File: config.mk
export PLATFORM = sky130hd
export DESIGN_NAME = sdb_bridge
export DESIGN_NICKNAME = d
export VERILOG_FILES = /design/src/rtl/sdb_pkg.sv /design/src/rtl/sdb_target_decode.sv /design/src/rtl/sdb_seq.sv /design/src/rtl/sdb_bridge.sv
export SDC_FILE = /design/constraint.sdc
export NUM_CORES = 1
export LEC_CHECK = 0
export BUFFER_PORTS_ARGS = -buffer_cell sky130_fd_sc_hd__buf_2
export CAP_MARGIN = 20
export CORE_MARGIN = 2
export CORE_UTILIZATION = 30
export CTS_CLUSTER_SIZE = 30
export DETAILED_ROUTE_END_ITERATION = 6
export GPL_TIMING_DRIVEN = 0
export SLEW_MARGIN = 20
export SYNTH_ARGS = -nofsm -noshare
export SYNTH_HDL_FRONTEND = slang
export SYNTH_SLANG_ARGS = --single-unit
File: constraint.sdc
create_clock -name clk_i -period 2.3 [get_ports clk_i]
set_input_delay 0.23 -clock clk_i [delete_from_list [all_inputs] [get_ports clk_i]]
set_output_delay 0.23 -clock clk_i [all_outputs]
set_load 0.03 [all_outputs]
File: src/rtl/sdb_pkg.sv
package sdb_pkg;
  typedef enum logic [1:0] {
    REG_ADDR = 2'd0,
    REG_CMD  = 2'd1,
    REG_STAT = 2'd2,
    REG_SEL  = 2'd3
  } reg_idx_e;

  typedef enum logic {SEQ_IDLE, SEQ_ACTIVE} seq_state_e;

  localparam int WR_FLAG_BIT = 31;
  localparam int RD_FLAG_BIT = 30;
  localparam int RACK_BIT    = 31;
  localparam int ERR_BIT     = 30;
  localparam int TGT_EN_BIT  = 27;
  localparam int LANE_LSB    = 16;
  localparam int LANE_W      = 9;
  localparam int OFF_W       = 16;
endpackage

File: src/rtl/sdb_target_decode.sv
module sdb_target_decode
  import sdb_pkg::*;
#(
  parameter int NUM_LANES = 2,
  parameter int NUM_INST  = 4,
  parameter int SEL_W     = 4
) (
  input  logic                 tgt_en_i,
  input  logic [LANE_W-1:0]    lane_fld_i,
  input  logic [SEL_W-1:0]     sel_i,
  input  logic                 rd_i,
  output logic [NUM_LANES-1:0] lane_o,
  output logic                 valid_o
);
  logic                 bcast;
  logic [NUM_LANES-1:0] hit;

  assign bcast = &lane_fld_i;

  for (genvar i = 0; i < NUM_LANES; i++) begin : g_lane
    localparam logic IS_L0 = (i == 0);
    assign hit[i]    = (lane_fld_i == LANE_W'(i));
    // broadcast reads fall back to lane 0
    assign lane_o[i] = bcast ? (!rd_i || IS_L0) : hit[i];
  end

  assign valid_o = tgt_en_i && (bcast || (|hit)) && (32'(sel_i) < NUM_INST);
endmodule

File: src/rtl/sdb_seq.sv
module sdb_seq
  import sdb_pkg::*;
#(
  parameter int TMO = 16
) (
  input  logic clk_i,
  input  logic rst_ni,
  input  logic start_i,
  input  logic rd_i,
  input  logic ready_i,
  output logic busy_o,
  output logic we_o,
  output logic re_o,
  output logic done_o,
  output logic abort_o
);
  localparam int TW = $clog2(TMO + 1);

  seq_state_e    state_q;
  logic          op_rd_q;
  logic [TW-1:0] timer_q;
  logic          last;

  assign busy_o  = (state_q == SEQ_ACTIVE);
  assign we_o    = busy_o && !op_rd_q;
  assign re_o    = busy_o && op_rd_q;
  assign last    = (timer_q == TW'(TMO - 1));
  assign done_o  = busy_o && ready_i;
  assign abort_o = busy_o && !ready_i && last;

  always_ff @(posedge clk_i or negedge rst_ni) begin
    if (!rst_ni) begin
      state_q <= SEQ_IDLE;
      op_rd_q <= 1'b0;
      timer_q <= '0;
    end else if (!busy_o) begin
      if (start_i) begin
        state_q <= SEQ_ACTIVE;
        op_rd_q <= rd_i;
        timer_q <= '0;
      end
    end else if (done_o || abort_o) begin
      state_q <= SEQ_IDLE;
    end else begin
      timer_q <= timer_q + 1'b1;
    end
  end

  AST_STROBE_EXCL: assert property (@(posedge clk_i) disable iff (!rst_ni)
    !(we_o && re_o));
  AST_STROBE_HOLD: assert property (@(posedge clk_i) disable iff (!rst_ni)
    (busy_o && !ready_i && !last) |=> busy_o);
  AST_TIMER_BOUND: assert property (@(posedge clk_i) disable iff (!rst_ni)
    busy_o |-> (32'(timer_q) < TMO));
  AST_ABORT_IDLE: assert property (@(posedge clk_i) disable iff (!rst_ni)
    abort_o |=> !busy_o);
endmodule

File: src/rtl/sdb_bridge.sv
module sdb_bridge
  import sdb_pkg::*;
#(
  parameter int NUM_INST  = 4,
  parameter int NUM_LANES = 2,
  parameter int SEL_W     = 4,
  parameter int TMO       = 16,
  localparam int INST_W   = (NUM_INST > 1) ? $clog2(NUM_INST) : 1
) (
  input  logic                 clk_i,
  input  logic                 rst_ni,
  input  logic                 host_we_i,
  input  logic [1:0]           host_addr_i,
  input  logic [31:0]          host_wdata_i,
  output logic [31:0]          host_rdata_o,
  output logic [INST_W-1:0]    sd_inst_o,
  output logic [NUM_LANES-1:0] sd_lane_o,
  output logic [OFF_W-1:0]     sd_addr_o,
  output logic [OFF_W-1:0]     sd_wdata_o,
  output logic                 sd_we_o,
  output logic                 sd_re_o,
  input  logic                 sd_ready_i,
  input  logic [OFF_W-1:0]     sd_rdata_i
);
  logic [31:0]          addr_q;
  logic [SEL_W-1:0]     sel_q;
  logic [OFF_W-1:0]     data_q, rdata_q;
  logic                 wr_flag_q, rd_flag_q, rack_q, err_q;
  logic                 busy, done, abort, tgt_valid;
  logic                 wr_cmd, rd_cmd, accept, start;
  logic [NUM_LANES-1:0] lane_mask;

  assign wr_cmd = host_wdata_i[WR_FLAG_BIT] && !host_wdata_i[RD_FLAG_BIT];
  assign rd_cmd = !host_wdata_i[WR_FLAG_BIT] && host_wdata_i[RD_FLAG_BIT];
  assign accept = host_we_i && (host_addr_i == REG_CMD) && !busy && (wr_cmd || rd_cmd);
  assign start  = accept && tgt_valid;

  sdb_target_decode #(
    .NUM_LANES(NUM_LANES), .NUM_INST(NUM_INST), .SEL_W(SEL_W)
  ) u_dec (
    .tgt_en_i  (addr_q[TGT_EN_BIT]),
    .lane_fld_i(addr_q[LANE_LSB +: LANE_W]),
    .sel_i     (sel_q),
    .rd_i      (rd_flag_q),
    .lane_o    (lane_mask),
    .valid_o   (tgt_valid)
  );

  sdb_seq #(.TMO(TMO)) u_seq (
    .clk_i  (clk_i),
    .rst_ni (rst_ni),
    .start_i(start),
    .rd_i   (rd_cmd),
    .ready_i(sd_ready_i),
    .busy_o (busy),
    .we_o   (sd_we_o),
    .re_o   (sd_re_o),
    .done_o (done),
    .abort_o(abort)
  );

  always_ff @(posedge clk_i or negedge rst_ni) begin
    if (!rst_ni) begin
      addr_q    <= '0;
      sel_q     <= '0;
      data_q    <= '0;
      rdata_q   <= '0;
      wr_flag_q <= 1'b0;
      rd_flag_q <= 1'b0;
      rack_q    <= 1'b0;
      err_q     <= 1'b0;
    end else begin
      if (host_we_i && !busy && host_addr_i == REG_ADDR) addr_q <= host_wdata_i;
      if (host_we_i && !busy && host_addr_i == REG_SEL)  sel_q  <= host_wdata_i[SEL_W-1:0];
      if (host_we_i && host_addr_i == REG_STAT && host_wdata_i[ERR_BIT]) err_q <= 1'b0;
      if (accept) begin
        data_q    <= host_wdata_i[OFF_W-1:0];
        wr_flag_q <= wr_cmd && tgt_valid;
        rd_flag_q <= rd_cmd && tgt_valid;
        if (rd_cmd)     rack_q <= 1'b0;
        if (!tgt_valid) err_q  <= 1'b1;
      end
      if (done) begin
        wr_flag_q <= 1'b0;
        rd_flag_q <= 1'b0;
        if (rd_flag_q) begin
          rdata_q <= sd_rdata_i;
          rack_q  <= 1'b1;
        end
      end
      if (abort) begin
        wr_flag_q <= 1'b0;
        rd_flag_q <= 1'b0;
        err_q     <= 1'b1;
      end
    end
  end

  assign sd_inst_o  = sel_q[INST_W-1:0];
  assign sd_lane_o  = busy ? lane_mask : '0;
  assign sd_addr_o  = addr_q[OFF_W-1:0];
  assign sd_wdata_o = data_q;

  always_comb begin
    unique case (host_addr_i)
      REG_ADDR: host_rdata_o = addr_q;
      REG_CMD:  host_rdata_o = {wr_flag_q, rd_flag_q, 14'h0, data_q};
      REG_STAT: host_rdata_o = {rack_q, err_q, 14'h0, rdata_q};
      default:  host_rdata_o = {{(32-SEL_W){1'b0}}, sel_q};
    endcase
  end

  AST_RD_ONE_LANE: assert property (@(posedge clk_i) disable iff (!rst_ni)
    sd_re_o |-> $onehot(sd_lane_o));
  AST_TGT_FROZEN: assert property (@(posedge clk_i) disable iff (!rst_ni)
    (busy && $past(busy)) |-> ($stable(addr_q) && $stable(sel_q) && $stable(data_q)));
  AST_FLAG_CLEAR: assert property (@(posedge clk_i) disable iff (!rst_ni)
    (done || abort) |=> (!wr_flag_q && !rd_flag_q));
  AST_RACK_SET: assert property (@(posedge clk_i) disable iff (!rst_ni)
    (done && rd_flag_q) |=> rack_q);
  AST_ERR_STICKY: assert property (@(posedge clk_i) disable iff (!rst_ni)
    abort |=> err_q);
  AST_FLAG_BUSY: assert property (@(posedge clk_i) disable iff (!rst_ni)
    (wr_flag_q || rd_flag_q) |-> busy);
endmodule

==> run summary <==
final weighted congestion in routability-driven placement: 0.771
classification of the worst setup path: reg -> out
area leader, netlist: sky130_fd_sc_hd__dfrtp_1
Total GRT Usage: 14.7%
startpoint of the most critical register-to-register path: u_seq.timer_q[0]
result of the run: completed
total of warnings raised by yosys: 0
Critical Path Most Common Cell: sky130_fd_sc_hd__buf_2
cts bufs inserted: 9
maximum clock skew at final layout: 0.00541 ns
number of gates resized after cts: 0
Die Area: 13700 sq um
cell type of the slowest stage on the worst timing path: sky130_fd_sc_hd__dfrtp_1
Power Dens Cells: 908 nW/um^2
pin count of the biggest net entering global routing: 58
Final Util: 40.2%
Layout Area Growth over Synthesis: 31.6%
number of design-rule violations left by the first detailed-router iteration: 72
total non-filler cell area in the finished layout: 5050 sq um
antenna fix cells: 0
final critical delay including setup and external delays: 2.07 ns
pre-CTS WS: 0.247 ns
site row count: 41
starting utilization of the core area: 30.5%
CTS HTree Levels: 3
overflow left after global routing: 0
slew at the pin closest to its max-slew limit: 0.575 ns
Setup-failing EPs final: 0
core outline area: 12600 sq um
ys flop type: sky130_fd_sc_hd__dfrtp_1
number of port buffers: 122
total number of vias: 2771
Highest Clock Rate: 484 MHz
peak ir drop on the vdd network: 0.406 mV
count of pins over their slew limit: 0
wire length after detailed routing: 9600 um
number of placed I/O pins: 124
slack of the critical path: 0.235 ns
total negative slack: 0 ns
number of max-cap violations: 0
CTS clk-pin slew, worst paths: 0.06 ns
cell family with the largest share of critical-path delay: simple AND/OR/NAND/NOR gates
area share of the largest cell type after synthesis: 51.5%
Buf/Inv on CP: 2
register bit total from synthesis: 79
placed wire-length estimate: 7050 um
worst min-delay path class: in -> reg
Die Span X: 117 um
ratio of cells with drive above 1 in the final layout: 54.0%
per-cell via count in the routed design: 4.47
CP Launch Point: addr_q[24]
number of cells on the critical path: 6
Max-Slew Margin vs Limit: 61.7%
combined area of all synthesized cells: 3830 sq um
die extent in y: 117 um
startpoint of the lowest-slack hold path: host_wdata_i[16]
initial antenna violation count: 0
post-layout instance count excluding filler cells: 620
Pleak: 2.48 nW
cell count after placement: 603
Worst setup EP type: primary output
register area share after synthesis: 51.5%
average cell area after synthesis: 12.5 sq um
count of distinct cell types in the synthesized netlist: 38
Synthesized Nets: 366
Num Clock Sinks: 79
setup slack of the most critical reg-to-reg path: 0.25 ns
CP Data Arrival Time: 1.84 ns
first-pass GRT wire length: 15000 um
Bufs on Longest Clock Path: 2
Crit Path Max Fanout: 6
ratio of final minimum period to clock period: 89.8%
instance area after placement: 4690 sq um
clock tree from TritonCTS: built
Largest stage delay, worst path: 0.40 ns
clock latency on the worst-skew pair: 0.34 ns
master cell of the clock root buffer: sky130_fd_sc_hd__clkbuf_16
gate count of the mapped netlist: 308
worst hold path stage count: 3
most frequent cells after synthesis: sky130_fd_sc_hd__dfrtp_1 (79), sky130_fd_sc_hd__mux2_2 (65), sky130_fd_sc_hd__nand2_1 (23), sky130_fd_sc_hd__o21ai_0 (21), sky130_fd_sc_hd__buf_4 (18)
most area-consuming cells after synthesis: sky130_fd_sc_hd__dfrtp_1 (52%), sky130_fd_sc_hd__mux2_2 (19%), sky130_fd_sc_hd__mux2i_1 (3.9%), sky130_fd_sc_hd__buf_4 (3.5%), sky130_fd_sc_hd__o21ai_0 (2.7%)
first-pass detailed-route iteration total: 4
Worst Path Required: 2.07 ns
detailed-route DRC error count: 0
most frequent cell after synthesis: sky130_fd_sc_hd__dfrtp_1
# nets final: 501
post-route antenna net violation count: 0
crit path cell chain: nand4_1, or3_1, buf_2, o22ai_1, and2_1, buf_2
r2r worst-path depth: 6
number of hold violations in the final report: 0
vias in the first global route: 2902
async set-reset flop share out of synthesis: 100%
wire per inst: 15.5 um
unrepaired setup endpoints after global routing: false
number of flops mapped to enable cells by yosys: 0
crit path launch type: flop
==> metal layers <==
layer  vias up  global-route usage, %  routed length, um
met5         -                      0                  0
met4         0                   5.88                183
met3        15                   4.43                547
met2        75                   24.9               4710
met1      1342                   17.6               4160
li1       1339                      -                  -
==> what timing repair did <==
action	4_1_cts	5_1_grt
hold buffers	1	0
setup buffers	0	0
endpoints found under the hold margin	22	0
==> final cells by class <==
type | count | area [sq um]
Buffer | 33 | 205
Multi-Input combinational cell | 190 | 1630
Clock inverter | 6 | 108
Sequential cell | 79 | 1980
Tap cell | 172 | 215
Fill cell | 1233 | 7520
Clock buffer | 10 | 239
Timing Repair Buffer | 124 | 651
Inverter | 6 | 22.5
==> path summary, 6_finish.rpt <==
path	to
max	sd_lane_o[1]
min	addr_q[16]
max reg2reg	u_seq.timer_q[3]
min reg2reg	rack_q
max in group asynchronous	rdata_q[15]
min in group asynchronous	addr_q[28]
==> metrics by stage <==
step / total power [mW] / hold slack [ns]
final: 4.58 / 0.117
after global routing: 4.81 / 0.116
after CTS: 4.67 / 0.104
after detailed placement: 2.98 / 0.158
after global placement: 2.94 / 0.456
after floorplan: 2.58 / -0.0656
==> placed cells by master (no fill, tap or decap), types with 9 or more instances in the layout <==
cell type                   instances
sky130_fd_sc_hd__and2_1            16
sky130_fd_sc_hd__buf_2            132
sky130_fd_sc_hd__buf_4             19
sky130_fd_sc_hd__clkbuf_16          9
sky130_fd_sc_hd__dfrtp_1           79
sky130_fd_sc_hd__mux2_2            65
sky130_fd_sc_hd__mux2i_1           15
sky130_fd_sc_hd__nand2_1           23
sky130_fd_sc_hd__o21ai_0           21
==> kinds of logic (layout without fill, tap and decap cells) <==
family,after synthesis,count (layout),share of synthesized area [%]
muxes,87,87,26.3
DFF,79,79,51.5
and+or+nand+nor,67,67,9.69
buffers and inverters,39,179,5.94
AOI/OAI and AO/OA,32,32,5.19
adders and majority gates,4,4,1.31
==> power by group <==
part	internal [mW]	total, mW	switching [mW]
clock	1.09	1.65	0.562
combinational	0.478	1.18	0.703
sequential	1.60	1.75	0.155
total	3.16	4.58	1.42
==> state kept, by name (all words and copies together), names as in the netlist <==
name / cells
addr_q: 32
err_q: 1
rack_q: 1
rd_flag_q: 1
rdata_q: 16
sd_wdata_o: 16
sel_q: 4
u_seq.busy_o: 1
u_seq.op_rd_q: 1
u_seq.timer_q: 5
wr_flag_q: 1
==> worst register-to-register path: stages (launching register included) <==
cell                       delay (ns)
sky130_fd_sc_hd__dfrtp_1         0.42
sky130_fd_sc_hd__ha_1            0.25
sky130_fd_sc_hd__and3_1          0.19
sky130_fd_sc_hd__ha_1            0.21
sky130_fd_sc_hd__nor3b_2         0.49
sky130_fd_sc_hd__a41oi_1         0.19
sky130_fd_sc_hd__a211oi_1        0.23
Power figures use the tool's default switching activity.
